===== config.mk =====
export PLATFORM = sky130hd
export DESIGN_NAME = pkt_field_editor
export DESIGN_NICKNAME = d
export VERILOG_FILES = /design/src/rtl/pfe_pkg.sv /design/src/rtl/pfe_delay_fifo.sv /design/src/rtl/pfe_ucode_rom.sv /design/src/rtl/pfe_engine.sv /design/src/rtl/pkt_field_editor.sv
export SDC_FILE = /design/constraint.sdc
export NUM_CORES = 2
export LEC_CHECK = 0
export BUFFER_PORTS_ARGS = -buffer_cell sky130_fd_sc_hd__buf_2
export CORE_ASPECT_RATIO = 0.9
export CORE_UTILIZATION = 26
export DETAILED_ROUTE_END_ITERATION = 16
export RECOVER_POWER = 25
export SYNTH_ARGS = -nofsm -noshare
export SYNTH_HDL_FRONTEND = slang
export SYNTH_SLANG_ARGS = --single-unit

===== constraint.sdc =====
create_clock -name clk -period 16 [get_ports clk]
set_clock_uncertainty 0.2 [all_clocks]
set_input_delay 0 -clock clk [delete_from_list [all_inputs] [get_ports clk]]
set_output_delay 0 -clock clk [all_outputs]
set_load 0.01 [all_outputs]

===== src/rtl/pfe_pkg.sv =====
package pfe_pkg;
  localparam int DATA_W   = 64;
  localparam int FIELD_W  = 32;
  localparam int NUM_FLD  = 4;
  localparam int FSEL_W   = $clog2(NUM_FLD);
  localparam int PC_W     = 4;
  localparam int OFF_W    = $clog2(DATA_W);
  localparam int WID_W    = $clog2(FIELD_W);
  localparam logic [PC_W-1:0] BUILD_ENTRY = 4'd8;

  typedef enum logic [1:0] {
    CMD_EDIT  = 2'd0,
    CMD_DROP  = 2'd1,
    CMD_BUILD = 2'd2,
    CMD_DROP2 = 2'd3
  } cmd_e;

  typedef enum logic [2:0] {
    UOP_WR  = 3'd0,
    UOP_ADV = 3'd1,
    UOP_JZ  = 3'd2,
    UOP_ADD = 3'd3,
    UOP_END = 3'd4
  } uop_e;

  typedef struct packed {
    uop_e               op;
    logic               use_imm;
    logic [FSEL_W-1:0]  fsel;
    logic [OFF_W-1:0]   off;
    logic [WID_W-1:0]   wm1;     // field width minus one
    logic [FIELD_W-1:0] imm;
    logic [PC_W-1:0]    tgt;
  } uinstr_t;

  // Masked insertion of a field of (wm1+1) bits at bit offset off.
  function automatic logic [DATA_W-1:0] put_field(
      input logic [DATA_W-1:0]  word,
      input logic [FIELD_W-1:0] val,
      input logic [OFF_W-1:0]   off,
      input logic [WID_W-1:0]   wm1);
    logic [FIELD_W:0]  ones;
    logic [DATA_W-1:0] mask;
    logic [DATA_W-1:0] ins;
    ones = ({{FIELD_W{1'b0}}, 1'b1} << ({1'b0, wm1} + 1'b1)) - 1'b1;
    mask = {{(DATA_W-FIELD_W){1'b0}}, ones[FIELD_W-1:0]} << off;
    ins  = {{(DATA_W-FIELD_W){1'b0}}, val} << off;
    return (word & ~mask) | (ins & mask);
  endfunction
endpackage


===== src/rtl/pfe_delay_fifo.sv =====
module pfe_delay_fifo #(
  parameter int DEPTH = 16,
  parameter int W     = 65
) (
  input  logic         clk,
  input  logic         rst_n,
  input  logic         push_valid,
  output logic         push_ready,
  input  logic [W-1:0] push_word,
  input  logic         pop,
  output logic         empty,
  output logic [W-1:0] head
);
  localparam int AW = $clog2(DEPTH);
  localparam int CW = AW + 1;

  logic [W-1:0]  mem [DEPTH];
  logic [AW-1:0] wr_ptr, rd_ptr;
  logic [CW-1:0] count;
  logic          push;

  assign push_ready = (count != CW'(DEPTH));
  assign empty      = (count == '0);
  assign push       = push_valid && push_ready;
  assign head       = mem[rd_ptr];

  always_ff @(posedge clk) begin
    if (push) mem[wr_ptr] <= push_word;
  end

  always_ff @(posedge clk) begin
    if (!rst_n) begin
      wr_ptr <= '0;
      rd_ptr <= '0;
      count  <= '0;
    end else begin
      if (push) wr_ptr <= (wr_ptr == AW'(DEPTH-1)) ? '0 : wr_ptr + 1'b1;
      if (pop)  rd_ptr <= (rd_ptr == AW'(DEPTH-1)) ? '0 : rd_ptr + 1'b1;
      count <= count + CW'(push) - CW'(pop);
    end
  end

  a_r2_no_underflow: assert property (@(posedge clk) disable iff (!rst_n)
    pop |-> !empty);
  a_r2_bounded: assert property (@(posedge clk) disable iff (!rst_n)
    count <= CW'(DEPTH));
endmodule


===== src/rtl/pfe_ucode_rom.sv =====
module pfe_ucode_rom
  import pfe_pkg::*;
(
  input  logic [PC_W-1:0] pc,
  output uinstr_t         ui
);
  function automatic uinstr_t mk(uop_e op, logic use_imm, logic [FSEL_W-1:0] fsel,
                                 int off, int width, logic [FIELD_W-1:0] imm, int tgt);
    uinstr_t u;
    u.op      = op;
    u.use_imm = use_imm;
    u.fsel    = fsel;
    u.off     = OFF_W'(off);
    u.wm1     = WID_W'(width - 1);
    u.imm     = imm;
    u.tgt     = PC_W'(tgt);
    return u;
  endfunction

  always_comb begin
    unique case (pc)
      // edit program
      4'd0:  ui = mk(UOP_WR,  1'b0, 2'd0, 0,  16, '0, 0);
      4'd1:  ui = mk(UOP_ADV, 1'b0, 2'd0, 0,  1,  '0, 0);
      4'd2:  ui = mk(UOP_JZ,  1'b0, 2'd2, 0,  1,  '0, 4);
      4'd3:  ui = mk(UOP_ADD, 1'b1, 2'd1, 0,  1,  32'd1, 0);
      4'd4:  ui = mk(UOP_WR,  1'b0, 2'd1, 32, 32, '0, 0);
      4'd5:  ui = mk(UOP_WR,  1'b0, 2'd3, 8,  8,  '0, 0);
      4'd6:  ui = mk(UOP_END, 1'b0, 2'd0, 0,  1,  '0, 0);
      4'd7:  ui = mk(UOP_END, 1'b0, 2'd0, 0,  1,  '0, 0);
      // template program
      4'd8:  ui = mk(UOP_WR,  1'b1, 2'd0, 32, 32, 32'hA5A5_0001, 0);
      4'd9:  ui = mk(UOP_WR,  1'b0, 2'd0, 0,  32, '0, 0);
      4'd10: ui = mk(UOP_ADV, 1'b0, 2'd0, 0,  1,  '0, 0);
      4'd11: ui = mk(UOP_WR,  1'b0, 2'd1, 0,  32, '0, 0);
      4'd12: ui = mk(UOP_JZ,  1'b0, 2'd2, 0,  1,  '0, 15);
      4'd13: ui = mk(UOP_ADV, 1'b0, 2'd0, 0,  1,  '0, 0);
      4'd14: ui = mk(UOP_WR,  1'b0, 2'd3, 48, 16, '0, 0);
      default: ui = mk(UOP_END, 1'b0, 2'd0, 0, 1, '0, 0);
    endcase
  end
endmodule


===== src/rtl/pfe_engine.sv =====
module pfe_engine
  import pfe_pkg::*;
(
  input  logic                       clk,
  input  logic                       rst_n,
  input  logic                       cmd_valid,
  output logic                       cmd_ready,
  input  logic [1:0]                 cmd_op,
  input  logic [NUM_FLD*FIELD_W-1:0] cmd_fields,
  input  logic                       fifo_empty,
  input  logic [DATA_W:0]            fifo_head,
  output logic                       fifo_pop,
  output logic [PC_W-1:0]            pc,
  input  uinstr_t                    ui,
  output logic                       out_valid,
  input  logic                       out_ready,
  output logic [DATA_W-1:0]          out_data,
  output logic                       out_last
);
  typedef enum logic [2:0] {S_IDLE, S_LOAD, S_EXEC, S_EMIT, S_PASS, S_DRAIN} st_e;

  st_e                st;
  logic [DATA_W-1:0]  cur;
  logic               cur_last, at_end, building, then_build;
  logic [FIELD_W-1:0] fld      [NUM_FLD];
  logic [FIELD_W-1:0] field_in [NUM_FLD];
  logic [FIELD_W-1:0] sel_val;
  logic               head_last;
  logic [DATA_W-1:0]  head_data;

  for (genvar g = 0; g < NUM_FLD; g++) begin : g_unpack
    assign field_in[g] = cmd_fields[g*FIELD_W +: FIELD_W];
  end

  assign head_last = fifo_head[DATA_W];
  assign head_data = fifo_head[DATA_W-1:0];
  assign sel_val   = ui.use_imm ? ui.imm : fld[ui.fsel];

  always_comb begin
    cmd_ready = (st == S_IDLE);
    out_valid = (st == S_EMIT) || (st == S_PASS && !fifo_empty);
    out_data  = (st == S_PASS) ? head_data : cur;
    out_last  = (st == S_PASS) ? head_last : (building ? at_end : cur_last);
    fifo_pop  = !fifo_empty && ((st == S_LOAD) || (st == S_DRAIN) ||
                                (st == S_PASS && out_ready));
  end

  always_ff @(posedge clk) begin
    if (!rst_n) begin
      st         <= S_IDLE;
      pc         <= '0;
      cur        <= '0;
      cur_last   <= 1'b0;
      at_end     <= 1'b0;
      building   <= 1'b0;
      then_build <= 1'b0;
      for (int i = 0; i < NUM_FLD; i++) fld[i] <= '0;
    end else begin
      unique case (st)
        S_IDLE: if (cmd_valid) begin
          for (int i = 0; i < NUM_FLD; i++) fld[i] <= field_in[i];
          building   <= 1'b0;
          then_build <= (cmd_op == CMD_BUILD);
          pc         <= '0;
          st         <= (cmd_op == CMD_EDIT) ? S_LOAD : S_DRAIN;
        end
        S_LOAD: if (!fifo_empty) begin
          cur      <= head_data;
          cur_last <= head_last;
          st       <= S_EXEC;
        end
        S_EXEC: begin
          unique case (ui.op)
            UOP_WR: begin
              cur <= put_field(cur, sel_val, ui.off, ui.wm1);
              pc  <= pc + 1'b1;
            end
            UOP_ADD: begin
              fld[ui.fsel] <= fld[ui.fsel] + ui.imm;
              pc           <= pc + 1'b1;
            end
            UOP_JZ:  pc <= (fld[ui.fsel] == '0) ? ui.tgt : pc + 1'b1;
            UOP_ADV: begin at_end <= 1'b0; st <= S_EMIT; end
            default: begin at_end <= 1'b1; st <= S_EMIT; end
          endcase
        end
        S_EMIT: if (out_ready) begin
          if (building) begin
            if (at_end) st <= S_IDLE;
            else begin cur <= '0; pc <= pc + 1'b1; st <= S_EXEC; end
          end else if (cur_last) st <= S_IDLE;
          else if (at_end)       st <= S_PASS;
          else begin pc <= pc + 1'b1; st <= S_LOAD; end
        end
        S_PASS: if (!fifo_empty && out_ready && head_last) st <= S_IDLE;
        S_DRAIN: if (!fifo_empty && head_last) begin
          if (then_build) begin
            building <= 1'b1;
            cur      <= '0;
            pc       <= BUILD_ENTRY;
            st       <= S_EXEC;
          end else st <= S_IDLE;
        end
        default: st <= S_IDLE;
      endcase
    end
  end

  a_r8_hold_stalled: assert property (@(posedge clk) disable iff (!rst_n)
    out_valid && !out_ready |=> out_valid && $stable(out_data) && $stable(out_last));
  a_r9_idle_after_last: assert property (@(posedge clk) disable iff (!rst_n)
    out_valid && out_ready && out_last |=> cmd_ready);
  a_r1_idle_quiet: assert property (@(posedge clk) disable iff (!rst_n)
    cmd_ready |-> !out_valid && !fifo_pop);
  a_r6_drain_silent: assert property (@(posedge clk) disable iff (!rst_n)
    (st == S_DRAIN) |-> !out_valid);
endmodule


===== src/rtl/pkt_field_editor.sv =====
module pkt_field_editor
  import pfe_pkg::*;
#(
  parameter int DEPTH = 16
) (
  input  logic                       clk,
  input  logic                       rst_n,
  input  logic                       in_valid,
  output logic                       in_ready,
  input  logic [DATA_W-1:0]          in_data,
  input  logic                       in_last,
  input  logic                       cmd_valid,
  output logic                       cmd_ready,
  input  logic [1:0]                 cmd_op,
  input  logic [NUM_FLD*FIELD_W-1:0] cmd_fields,
  output logic                       out_valid,
  input  logic                       out_ready,
  output logic [DATA_W-1:0]          out_data,
  output logic                       out_last
);
  logic            fifo_empty, fifo_pop;
  logic [DATA_W:0] fifo_head;
  logic [PC_W-1:0] pc;
  uinstr_t         ui;

  pfe_delay_fifo #(.DEPTH(DEPTH), .W(DATA_W+1)) u_fifo (
    .clk        (clk),
    .rst_n      (rst_n),
    .push_valid (in_valid),
    .push_ready (in_ready),
    .push_word  ({in_last, in_data}),
    .pop        (fifo_pop),
    .empty      (fifo_empty),
    .head       (fifo_head)
  );

  pfe_ucode_rom u_rom (
    .pc (pc),
    .ui (ui)
  );

  pfe_engine u_eng (
    .clk        (clk),
    .rst_n      (rst_n),
    .cmd_valid  (cmd_valid),
    .cmd_ready  (cmd_ready),
    .cmd_op     (cmd_op),
    .cmd_fields (cmd_fields),
    .fifo_empty (fifo_empty),
    .fifo_head  (fifo_head),
    .fifo_pop   (fifo_pop),
    .pc         (pc),
    .ui         (ui),
    .out_valid  (out_valid),
    .out_ready  (out_ready),
    .out_data   (out_data),
    .out_last   (out_last)
  );
endmodule


Word level (Yosys, flattened, before mapping). Memories as Yosys holds them, arrays and structs flattened. A register that Yosys moved wholly into a read port is not among the register bits. Index checks and enable logic that the tools add are counted.

Register bits: 88. Input port bits: 200. Memory bits (read-only): 432. Output and inout port bits: 68. Memories kept: 3. Memory bits (writable): 1168.

Shifts and indexed selects: 3. Reduce and logical (&&, ||, !) cells: 29. Equal/unequal tests: 24. Multiplexer cells: 64. $add $sub $neg: 8. Bitwise operators: 10.

Memories: u_fifo.mem (words 16, width 65, rd ports 1, clocked after memory_dff 1, wr ports 1, RTL line pfe_delay_fifo.sv:17) `logic [W-1:0] mem [DEPTH];`; (name not given) (words 16, width 27, rd ports 1, clocked after memory_dff 1, wr ports 0, RTL line pfe_ucode_rom.sv:21) `unique case (pc)`; u_eng.fld (words 4, width 32, rd ports 1, clocked after memory_dff 0, wr ports 4, RTL line pfe_engine.sv:25) `logic [FIELD_W-1:0] fld [NUM_FLD];`.

Operators by type and width (count): $mux W64 (8); $pmux W64 S4 (1); $mux W32 (6); $and A64 B64 Y64 (2); $shl A32 B6 Y64 (2); $not A64 Y64 (1); $or A64 B64 Y64 (1); $mux W4 (14); $add A32 B32 Y32 (1); $logic_not A32 Y1 (1); $reduce_or A32 Y1 (1); $shl A1 B6 Y32 const A (1); $sub A32 B1 Y32 const B (1); $mux W3 (10); $pmux W3 S6 (1); $mux W1 (17); $pmux W4 S4 (1); $ne A2 B2 Y1 const B (7); $add A4 B1 Y4 const B (3); $eq A3 B2 Y1 const B (4); $eq A4 B4 Y1 const B (2); $pmux W4 S2 (1); $reduce_and A8 Y1 (1); $reduce_bool A4 Y1 (2); 27 further kinds (49).

Logic depth before layout (Yosys ltp).
Word-level depth: 9. Depth in mapped cells: 14. Mapped depth without buffers: 14.

By module. A second synthesis with hierarchy kept.

Cells, all modules: 4002. Area, all modules: 59489.6 sq um.

By module, submodules not included: pfe_delay_fifo (sequential area each 31570.3 sq um, cells an instance 1698, instances 1, area an instance 39770.6 sq um); pfe_engine (sequential area each 5345.1 sq um, cells an instance 2224, instances 1, area an instance 19184.6 sq um); pfe_ucode_rom (sequential area each 0.0 sq um, cells an instance 80, instances 1, area an instance 534.3 sq um).

Worst setup path after synthesis. OpenSTA, ideal clock, no wires.

Kind: register to register. Start point: reg u_fifo.count[2]. End point: mem u_fifo.mem[0][0] (enable). Library setup time: 648 ps. Path buffers: 0. Arrival: 7042 ps. Cell stages (with the launch flop): 6. Period minus slack after synthesis: 7889 ps. Slack: 8111 ps. Data required time: 15152 ps. Path through: dfxtp_1 > inv_1 > ha_1 > nand4_1 > nand2_1 > nor4_1.

Longest elaborated chain between the ends: 4.

Ends and longest elaborated chain: from (decl) (RTL line pfe_delay_fifo.sv:19) `logic [CW-1:0] count;`; from (signal assigned) (RTL line pfe_delay_fifo.sv:39) `count <= count + CW'(push) - CW'(pop);`; $ne A5 B5 Y1 (RTL line pfe_delay_fifo.sv:22) `assign push_ready = (count != CW'(DEPTH));`; net in_ready (RTL line pkt_field_editor.sv:9) `output logic in_ready,`; $logic_and A1 B1 Y1 (RTL line pfe_delay_fifo.sv:24) `assign push = push_valid && push_ready;`; $mux W1 (RTL line pfe_delay_fifo.sv:28) `if (push) mem[wr_ptr] <= push_word;`; $mux W1 (not written as such) (RTL line pfe_delay_fifo.sv:28); to (decl) (RTL line pfe_delay_fifo.sv:17).

The timed path passes the listed nets, and every way through them passes these cells.

==> run summary <==
DRC viols = 0
Global route overflow = 0
Syn avg cell area = 17.6 um2
Final Setup Violations = 0
Dpl hpwl = 102,000 um
Hold Crit Class = input port to register
Max Cap Viol = 0
Crit path max-delay family = buffers and inverters
Antenna violations before repair = 29
Post-synth EDFFs = 1,168
Power Dens Cells = 162 mW/mm2
Vias/cell = 5.05
Total CTS buffers = 133
Crit path required time = 15.80 ns
Multi-input gate area = 0.0155 mm2
Row Count = 157
Final wirelength = 172,000 um
Initial DRC Count = 3,961
Core ar. = 0.204 mm2
TritonCTS Sinks = 1,275
CTS H-tree depth = 4
Worst path cell trace = buf_4 -> buf_4 -> buf_4 -> mux4_2 -> mux4_2 -> nand2_1 -> o21ai_0 -> buf_2
Simple-gate share of the synthesized area = 0.0445
Global placer's final weighted congestion = 0.845
WS Path Type = register to output pin
Mapped Area = 0.0534 mm2
I/O Pins = 268
Area growth, synth to finish = 23.8%
Synth Area in Compound Gates = 0.0602
WL/cell = 26.5 um
Status = finished clean
Clock Tree Buf Depth = 3
Final Slew Violations = 0
CP peak stage delay = 0.89 ns
WP depth = 8
Peak supply drop = 0.170 mV
Area leader, netlist = edfxtp_1
CP bufs+invs = 4
Clk_lat worst skew = 0.80 ns
Synth area leaders = edfxtp_1 66%, mux4_2 15%, dfxtp_1 4.0%
Initial core utilization = 0.262
Vias in the first global route = 32,800
Largest net degree at the start of global routing = 102
Post-Syn Nets = 3,266
CP startpoint kind = register
Slowest cell on crit path = buf_4
Slew HR = 0.139
Post-Synth Adder-Cell Area = 0.00576
DR pass1 iterations = 5
Total power = 10.7 mW
Root buffer cell = clkbuf_16
Max Fclk = 165 MHz
Fillcell total = 19,500
Die height = 432 um
Clk slew on worst S/H paths = 0.06 ns
Primary FF master, synth = edfxtp_1
Die Area = 0.207 mm2
Yosys warns = 0
Worst-Margin Slew = 1.29 ns
Syn Inst Count = 3,042
Crit path DAT = 5.86 ns
FF/Latch Area = 0.0372 mm2
Tmin final = 6.06 ns
Xor and xnor area share after synthesis = 0.00656
CP endpoint kind = output pin
Period utilization = 0.379
Setup slack, reg-to-reg = 10.99 ns
First-pass GRT wire length = 244,000 um
Via Count = 32,800
Register area share after synthesis = 0.697
R2R depth = 8
Largest family of logic cells by synthesized area = multiplexers
Yosys top cell area share = 0.657
Most frequent CP cell = buf_4
Share of layout cells above drive strength 1 = 0.253
Die width = 480 um
Routed Antenna Nets = 0
CTS tree = yes
Nets = 3,919
Final TNS setup = 0 ns
GRT Total Usage = 0.163
RSZ-0062 raised after global routing = false
Post-synth ARST share = 0
Max Fanout on Critical Path = 62
Post-CTS Setup Inserts = 0
Multiplexer area fraction after synthesis = 0.169
Fin. Hold Viols = 0
Synth cell types = 82
Static Leak = 21.2 nW
Buffers on Ports = 267
CP endpoint = out_data[17]
#FFs+latches synth = 1,275
Reg-to-reg endpoint = u_eng.cur[28]$_SDFFE_PN0P_
==> state kept, by name (all words and copies together), names as in the netlist, named ones only <==
signal / cells
u_fifo.mem: 1040
u_eng.fld: 128
u_eng.cur: 64
u_rom.ui: 15
u_fifo.count: 5
u_eng.pc: 4
u_fifo.rd_ptr: 4
u_fifo.wr_ptr: 4
u_eng.st: 3
u_eng.at_end: 1
u_eng.building: 1
u_eng.cur_last: 1
u_eng.then_build: 1
==> layout make-up <==
cell class              count  area share
well taps                2703      0.0512
inverters                  38     0.00216
clock inverters            77      0.0122
flip-flops and latches   1275       0.563
repair buffers            707      0.0844
diodes                      3    0.000114
clock buffers             163      0.0528
multi-input cells        1540       0.234
==> cell usage in the layout, fill, tap and decap left out, types with 9 or more instances in the layout <==
master	n
dfxtp_1	100
and2_1	13
a21oi_1	99
nor4_1	9
o211ai_1	15
mux2_2	68
dlygate4sd3_1	382
a22oi_1	48
buf_4	56
nand2b_1	10
nor3_1	38
o21ai_0	176
buf_2	234
clkinv_16	10
xnor2_1	17
a31oi_1	12
a221oi_1	16
nand3_1	24
nor2_1	120
nand2_1	229
inv_1	36
nand4_1	12
clkinv_2	32
ha_1	23
mux2i_1	24
clkinv_1	23
clkbuf_16	134
clkbuf_1	59
mux4_2	355
xor2_1	23
a22o_1	45
edfxtp_1	1168
==> through the flow <==
| stage | util | instance area [um2] | hold slack [ns] | cells | worst slack (ns) |
|---|---|---|---|---|---|
| finish | 0.325 | 66100 | 0.156 | 6506 | 9.94 |
| global route | 0.325 | 66100 | 0.196 | 6505 | 9.79 |
| CTS | 0.325 | 66100 | 0.00159 | 6503 | 9.77 |
| detailed placement | 0.285 | 58000 | 0.0788 | 5881 | 10.62 |
| global placement | 0.285 | 58000 | 0.0752 | 5881 | 10.57 |
| floorplan | - | 53400 | -0.101 | 3042 | 8.11 |
==> cells by family after synthesis <==
family	after synthesis
flops	1275
simple gates	526
compound gates	500
mux	449
buf+inv	227
xor+xnor	40
fa+ha+maj	24
other cells	1
==> per-layer routing <==
| metal | GRT usage | share of wire |
|---|---|---|
| met5 | 0 | 0.00057 |
| met4 | 0.0660 | 0.042 |
| met3 | 0.0274 | 0.076 |
| met2 | 0.269 | 0.48 |
| met1 | 0.213 | 0.40 |
==> repair_timing <==
action / 4_1_cts / 5_1_grt
hold buffers: 382 / 0
hold endpoints to repair: 1219 / 0
resized for setup: 0 / 0
==> power by group <==
part	internal [mW]	total, mW	leakage, nW	switching, mW
clock network	1.67	3.04	2.10	1.37
registers	4.05	4.22	11.7	0.173
logic	1.32	3.47	7.47	2.14
==> cells in the mapped netlist, drive strengths merged, types with 15 or more instances <==
library cell and instances:
edfxtp 1168, mux4 357, xor2 23, mux2i 24, clkbuf 128, inv 36
nand2 230, o21ai 180, a22o 45, a21oi 99, mux2 68, nor3 43
a221oi 16, xnor2 17, a22oi 48, o211ai 15, buf 61, ha 23
nor2 128, dfxtp 107, nand3 29, and2 17, nor4 18
==> how the worst min path moves through the flow <==
stage / startpoint / to / slack, ns / cells past startpoint
after CTS: in_data[34] / u_fifo.mem[2][34]$_DFFE_PP_ / 0.002 / 2
after detailed placement: cmd_fields[9] / u_eng.fld[0][9]$_DFFE_PP_ / 0.08 / 3
final: in_data[21] / u_fifo.mem[9][21]$_DFFE_PP_ / 0.16 / 2
after floorplan: in_data[0] / u_fifo.mem[0][0]$_DFFE_PP_ / -0.10 / 0
after global routing: in_data[34] / u_fifo.mem[0][34]$_DFFE_PP_ / 0.20 / 2
after global placement: cmd_fields[93] / u_eng.fld[2][29]$_DFFE_PP_ / 0.08 / 3
Note: power is estimated with default switching activity, not from simulation.
